[config.mk]
export PLATFORM = sky130hd
export DESIGN_NAME = rx_pkt_handler
export DESIGN_NICKNAME = d
export VERILOG_FILES = /design/src/rtl/rxph_pkg.sv /design/src/rtl/rxph_sync_match.sv /design/src/rtl/rxph_byte_pack.sv /design/src/rtl/rxph_crc16.sv /design/src/rtl/rx_pkt_handler.sv
export SDC_FILE = /design/constraint.sdc
export NUM_CORES = 1
export LEC_CHECK = 0
export CORE_MARGIN = 1.5
export CORE_UTILIZATION = 55
export CTS_CLUSTER_DIAMETER = 150
export DETAILED_ROUTE_END_ITERATION = 12
export GPL_TIMING_DRIVEN = 0
export PLACE_DENSITY = 0.76
export SLEW_MARGIN = 20
export SYNTH_ARGS = -nofsm -noshare
export SYNTH_HDL_FRONTEND = slang
export SYNTH_SLANG_ARGS = --single-unit
export TNS_END_PERCENT = 10
[constraint.sdc]
create_clock -name clk -period 4.6 [get_ports clk]
set_input_delay 0.69 -clock clk [delete_from_list [all_inputs] [get_ports clk]]
set_output_delay 0.69 -clock clk [all_outputs]
set_load 0.005 [all_outputs]
[src/rtl/rxph_pkg.sv]
package rxph_pkg;
  localparam int BYTE_W = 8;
  localparam int CRC_W  = 16;

  typedef enum logic [1:0] {
    RX_FIXED = 2'd0,
    RX_VAR   = 2'd1,
    RX_INF   = 2'd2,
    RX_FIX2  = 2'd3
  } rx_mode_e;

  typedef enum logic [2:0] {
    ST_IDLE, ST_SEARCH, ST_LEN, ST_BODY, ST_CRC_HI, ST_CRC_LO
  } ph_state_e;

  function automatic logic [CRC_W-1:0] crc16_next(logic [CRC_W-1:0] c, logic [BYTE_W-1:0] d);
    logic [CRC_W-1:0] r;
    r = c ^ {d, 8'h00};
    for (int k = 0; k < BYTE_W; k++)
      r = r[CRC_W-1] ? ((r << 1) ^ 16'h1021) : (r << 1);
    return r;
  endfunction
endpackage

[src/rtl/rxph_sync_match.sv]
module rxph_sync_match #(
  parameter int SYNC_W = 16
) (
  input  logic              clk,
  input  logic              rst,
  input  logic              clr,
  input  logic              shift_en,
  input  logic              bit_i,
  input  logic [SYNC_W-1:0] sync_word_i,
  output logic              hit_o
);
  localparam int CW = $clog2(SYNC_W + 1);
  localparam logic [CW-1:0] FULL = CW'(SYNC_W - 1);

  logic [SYNC_W-1:0] win_q;
  logic [CW-1:0]     fill_q;
  logic [SYNC_W-1:0] win_next;

  assign win_next = {win_q[SYNC_W-2:0], bit_i};
  assign hit_o    = shift_en && (fill_q == FULL) && (win_next == sync_word_i);

  always_ff @(posedge clk) begin
    if (rst || clr) begin
      win_q  <= '0;
      fill_q <= '0;
    end else if (shift_en) begin
      win_q <= win_next;
      if (fill_q != FULL) fill_q <= fill_q + 1'b1;
    end
  end
endmodule

[src/rtl/rxph_byte_pack.sv]
module rxph_byte_pack #(
  parameter int BW = 8
) (
  input  logic          clk,
  input  logic          rst,
  input  logic          clr,
  input  logic          en,
  input  logic          bit_i,
  output logic          byte_v_o,
  output logic [BW-1:0] byte_o
);
  localparam int CW = $clog2(BW);
  localparam logic [CW-1:0] LAST = CW'(BW - 1);

  logic [CW-1:0] cnt_q;
  logic [BW-1:0] sh_q;

  always_ff @(posedge clk) begin
    if (rst || clr) begin
      cnt_q    <= '0;
      sh_q     <= '0;
      byte_v_o <= 1'b0;
      byte_o   <= '0;
    end else begin
      byte_v_o <= 1'b0;
      if (en) begin
        sh_q  <= {sh_q[BW-2:0], bit_i};
        cnt_q <= (cnt_q == LAST) ? '0 : cnt_q + 1'b1;
        if (cnt_q == LAST) begin
          byte_v_o <= 1'b1;
          byte_o   <= {sh_q[BW-2:0], bit_i};
        end
      end
    end
  end
endmodule

[src/rtl/rxph_crc16.sv]
module rxph_crc16
  import rxph_pkg::*;
(
  input  logic              clk,
  input  logic              rst,
  input  logic              init,
  input  logic              upd,
  input  logic [BYTE_W-1:0] data_i,
  output logic [CRC_W-1:0]  crc_o
);
  always_ff @(posedge clk) begin
    if (rst || init) crc_o <= 16'hFFFF;
    else if (upd)    crc_o <= crc16_next(crc_o, data_i);
  end
endmodule

[src/rtl/rx_pkt_handler.sv]
module rx_pkt_handler
  import rxph_pkg::*;
#(
  parameter int SYNC_W = 16,
  parameter int LEN_W  = 8
) (
  input  logic              clk,
  input  logic              rst,
  input  logic              start_i,
  input  logic [1:0]        mode_i,
  input  logic              strip_len_i,
  input  logic [LEN_W-1:0]  fixed_len_i,
  input  logic [3:0]        valid_state_i,
  input  logic [SYNC_W-1:0] sync_word_i,
  input  logic              bit_valid_i,
  input  logic              bit_i,
  input  logic              fifo_full_i,
  output logic              fifo_wr_o,
  output logic [7:0]        fifo_data_o,
  output logic              pkt_rx_o,
  output logic              crc_err_o,
  output logic              overflow_o,
  output logic [3:0]        state_code_o
);
  ph_state_e         state_q;
  rx_mode_e          mode_q;
  logic              strip_q;
  logic [LEN_W-1:0]  flen_q;
  logic [LEN_W-1:0]  remain_q;
  logic [3:0]        vstate_q;
  logic [BYTE_W-1:0] crc_hi_q;

  logic              sync_hit;
  logic              pack_en;
  logic              byte_v;
  logic [BYTE_W-1:0] byte_d;
  logic              crc_upd;
  logic [CRC_W-1:0]  crc_val;
  logic              push_req;

  assign pack_en  = bit_valid_i && (state_q inside {ST_LEN, ST_BODY, ST_CRC_HI, ST_CRC_LO});
  assign crc_upd  = byte_v && (state_q inside {ST_LEN, ST_BODY});
  assign push_req = byte_v && ((state_q == ST_BODY) || (state_q == ST_LEN && !strip_q));

  rxph_sync_match #(.SYNC_W(SYNC_W)) u_sync (
    .clk(clk), .rst(rst), .clr(start_i),
    .shift_en(bit_valid_i && state_q == ST_SEARCH),
    .bit_i(bit_i), .sync_word_i(sync_word_i), .hit_o(sync_hit)
  );

  rxph_byte_pack #(.BW(BYTE_W)) u_pack (
    .clk(clk), .rst(rst), .clr(start_i || sync_hit), .en(pack_en),
    .bit_i(bit_i), .byte_v_o(byte_v), .byte_o(byte_d)
  );

  rxph_crc16 u_crc (
    .clk(clk), .rst(rst), .init(start_i || sync_hit), .upd(crc_upd),
    .data_i(byte_d), .crc_o(crc_val)
  );

  always_ff @(posedge clk) begin
    if (rst) begin
      state_q      <= ST_IDLE;
      mode_q       <= RX_FIXED;
      strip_q      <= 1'b0;
      flen_q       <= '0;
      remain_q     <= '0;
      vstate_q     <= '0;
      crc_hi_q     <= '0;
      fifo_wr_o    <= 1'b0;
      fifo_data_o  <= '0;
      pkt_rx_o     <= 1'b0;
      crc_err_o    <= 1'b0;
      overflow_o   <= 1'b0;
      state_code_o <= '0;
    end else begin
      fifo_wr_o <= 1'b0;
      pkt_rx_o  <= 1'b0;
      if (start_i) begin
        state_q    <= ST_SEARCH;
        mode_q     <= rx_mode_e'(mode_i);
        strip_q    <= strip_len_i;
        flen_q     <= fixed_len_i;
        vstate_q   <= valid_state_i;
        crc_err_o  <= 1'b0;
        overflow_o <= 1'b0;
      end else begin
        unique case (state_q)
          ST_SEARCH: if (sync_hit) begin
            if (mode_q == RX_VAR)      state_q <= ST_LEN;
            else if (mode_q == RX_INF) state_q <= ST_BODY;
            else if (flen_q == '0)     state_q <= ST_CRC_HI;
            else begin
              state_q  <= ST_BODY;
              remain_q <= flen_q;
            end
          end
          ST_LEN: if (byte_v) begin
            remain_q <= LEN_W'(byte_d);
            state_q  <= (byte_d == '0) ? ST_CRC_HI : ST_BODY;
          end
          ST_BODY: if (byte_v && mode_q != RX_INF) begin
            remain_q <= remain_q - 1'b1;
            if (remain_q == LEN_W'(1)) state_q <= ST_CRC_HI;
          end
          ST_CRC_HI: if (byte_v) begin
            crc_hi_q <= byte_d;
            state_q  <= ST_CRC_LO;
          end
          ST_CRC_LO: if (byte_v) begin
            pkt_rx_o     <= 1'b1;
            crc_err_o    <= ({crc_hi_q, byte_d} != crc_val);
            state_code_o <= vstate_q;
            state_q      <= ST_IDLE;
          end
          default: ;
        endcase
        if (push_req) begin
          if (fifo_full_i) overflow_o <= 1'b1;
          else begin
            fifo_wr_o   <= 1'b1;
            fifo_data_o <= byte_d;
          end
        end
      end
    end
  end
endmodule

==> metrics.txt <==
status completed; Post-CTS Setup Repair Bufs 0; main combinational cell family by area after synthesis simple AND/OR/NAND/NOR gates; # diodes 0; xor/xnor share of the synthesized area 0.1098; Die ar. 0.009573 mm²; Post-synth EDFFs 0; clock transition at the registers of the reported paths 0.11 ns; post-synthesis sequential area ratio 0.4249; Clock Sinks 105; via-per-instance ratio 5.765; CP max FO 10; Final period util 0.6290; DRT iter0 DRCs 265; final non-filler cell area 0.005821 mm²; Synth Area in Compound Gates 0.1275; Site Rows 34; multiplexer share of the synthesized area 0.1012; Worst VDD drop 0.1703 mV; Total GRT Usage 0.2523; post-cts resize count 0; Reg power frac 0.532; CP max stage delay 0.79 ns; Critical Path AT 3.13 ns; # DRC 0; syn avg cell area 8.803 µm²; Initial Util 0.5673; fraction of registers with async set/reset 0; die height 97.84 µm; clk buf depth 2; area of the mapped netlist 0.004947 mm²; MaxCap Viol Count 0; Synth Area in Adders 0.01517; register bit total from synthesis 105; vias in the first global route 4206; Routability Congestion 0.9262; Synth cell types 45; hold_buf cts 0; die extent in x 97.84 µm; Commonest cells post-synth dfxtp_1 (105), nor2_1 (74), nand2_1 (57); Switching Power 445.2 µW; syn_nets 605; Vias 4249; Power Density 301.9 mW/mm²; combinational power share 0.101; crit path time final 2.893 ns; Yosys warning count 0; Routed Antenna Nets 0; layout cell share with drive strength beyond 1 0.04928; HPWL after DPL 8.514 mm; dpl cell area 0.005593 mm²; actual slew at the worst max-slew pin 0.9176 ns; Post-synth top flop dfxtp_1; Critical-path top delay cell o31ai_1; WS Path Type in2reg; Port Buf Inserts 51; total grt overflow 0; Finish-stage setup viols 0; root buffer cell clkbuf_8; H-Tree Depth 3; post-route core utilization 0.6674; Slew Viols, Final 0; Synth area leader dfxtp_1; WP data required 4.84 ns; top-level I/O count 53; LEAKAGE 2.286 nW; drt wl/cell 15.94 µm; switch share 0.2534; Yosys top cell area share 0.4249; number of hold violations in the final report 0; CP Capture Type flop; synth top area cells dfxtp_1 (42%), mux2i_1 (10%), xnor2_1 (6.2%); Worst slew margin 0.3830; WL final 11.75 mm; crit path cell chain clkdlybuf4s50_1, xnor2_1, nand3_1, o31ai_1, nand3_2, buf_6, a31oi_1, o32ai_2; antenna violations before repair 0; Synth Area in Simple Gates 0.1849; post-synthesis instance total 562; filler cell count 733; Startpoint Class primary input; Power Total 1.757 mW; Int Pwr 1.312 mW; type of the most critical hold path reg2reg; pin count of the biggest net entering global routing 19; clk_skew 0.009221 ns; setup TNS 0 ns; most numerous cell in the Yosys netlist dfxtp_1; core box area 0.008721 mm²; RSZ-0062 raised after global routing no; synthesis-to-finish area growth 17.65%; global-route wire length before repair 19.61 mm; clock power share 0.367; fmax 345.6 MHz; nets 667; CTS buffer count 9; CTS tree yes; worst skew pair latency 0.37 ns; DRT Pass-1 Iters 5
[routing by layer]
layer,wire length (µm),GRT usage,part of all wire
met1,5031,0.3029,0.43
met2,5785,0.4424,0.49
met3,629,0.04796,0.054
met4,301,0.1033,0.026
met5,0,0,0
[through the flow]
step	instances	setup WS, ns	hold WS [ns]
after floorplan	562	2.291	0.4313
after CTS	737	1.798	0.4623
after global placement	721	1.446	0.4411
final	737	1.707	0.4556
after global routing	737	1.643	0.4723
after detailed placement	721	1.401	0.4510
[sequential cells by signal (all words and copies together) (netlist names)]
signal / flops
u_sync.fill_q: 5
overflow_o: 1
u_pack.byte_o: 8
u_pack.cnt_q: 3
u_pack.byte_v_o: 1
pkt_rx_o: 1
u_sync.win_q: 15
state_q: 3
u_pack.sh_q: 7
mode_q: 2
vstate_q: 4
state_code_o: 4
remain_q: 8
strip_q: 1
crc_err_o: 1
fifo_data_o: 8
u_crc.crc_o: 16
fifo_wr_o: 1
crc_hi_q: 8
flen_q: 8
[placed cells by master (no fill, tap or decap), drive strengths merged, types with 4 or more instances in the layout]
master / Yosys / layout
nor2: 74 / 74
nand3: 7 / 7
dfxtp: 105 / 105
or3: 4 / 4
xor2: 27 / 27
o211ai: 13 / 13
nand4: 7 / 7
clkbuf: 31 / 40
ha: 6 / 6
nor4: 8 / 8
a211oi: 12 / 12
or4: 4 / 4
inv: 6 / 7
a21oi: 36 / 36
a31oi: 7 / 7
mux2i: 50 / 50
clkdlybuf4s50: 0 / 51
buf: 9 / 9
nand2: 57 / 57
nor3: 20 / 20
xnor2: 35 / 35
o21ai: 13 / 13
nand2b: 4 / 4
[final cells by class]
class	count	area [µm²]	share of cell area
Timing Repair Buffer	51	510.5	0.08770
Buffer	40	158.9	0.02730
Tap cell	108	135.1	0.02322
Clock buffer	9	123.9	0.02128
Clock inverter	7	103.9	0.01784
Inverter	6	22.52	0.003869
Sequential cell	105	2102	0.3611
Multi-Input combinational cell	411	2664	0.4577
[power groups by stage]
stage               Clock [mW]  Combinational (mW)  Sequential [mW]
floorplan                    0               0.111            0.952
global placement             0               0.171            0.955
detailed placement           0               0.174            0.956
CTS                      0.655               0.176            0.935
global route             0.689               0.194            0.937
finish                   0.644               0.178            0.935
[worst max-delay path: cells and delay by family]
family	cells	cell delay, ns
XOR/XNOR	1	0.25
AND/OR/NAND/NOR	2	0.35
buffers and inverters	2	0.73
AO/OA/AOI/OAI	3	1.10
[final timing paths]
| check | from | to | slack, ns | cells past startpoint |
|---|---|---|---|---|
| worst max-delay path | bit_i | remain_q[4] | 1.71 | 8 |
| worst min-delay path | vstate_q[0] | state_code_o[0] | 0.46 | 2 |
| worst max register to register | u_sync.fill_q[0] | u_crc.crc_o[11] | 2.07 | 8 |
| worst min register to register | vstate_q[0] | state_code_o[0] | 0.46 | 2 |
[logic make-up after synthesis]
group | count (synthesis)
multiplexers | 50
adder cells (fa/ha/maj) | 6
XOR/XNOR | 62
AND/OR/NAND/NOR | 199
flip-flops | 105
buffers and inverters | 46
AO/OA/AOI/OAI | 94
No activity file was read; power rests on OpenSTA's default activity.
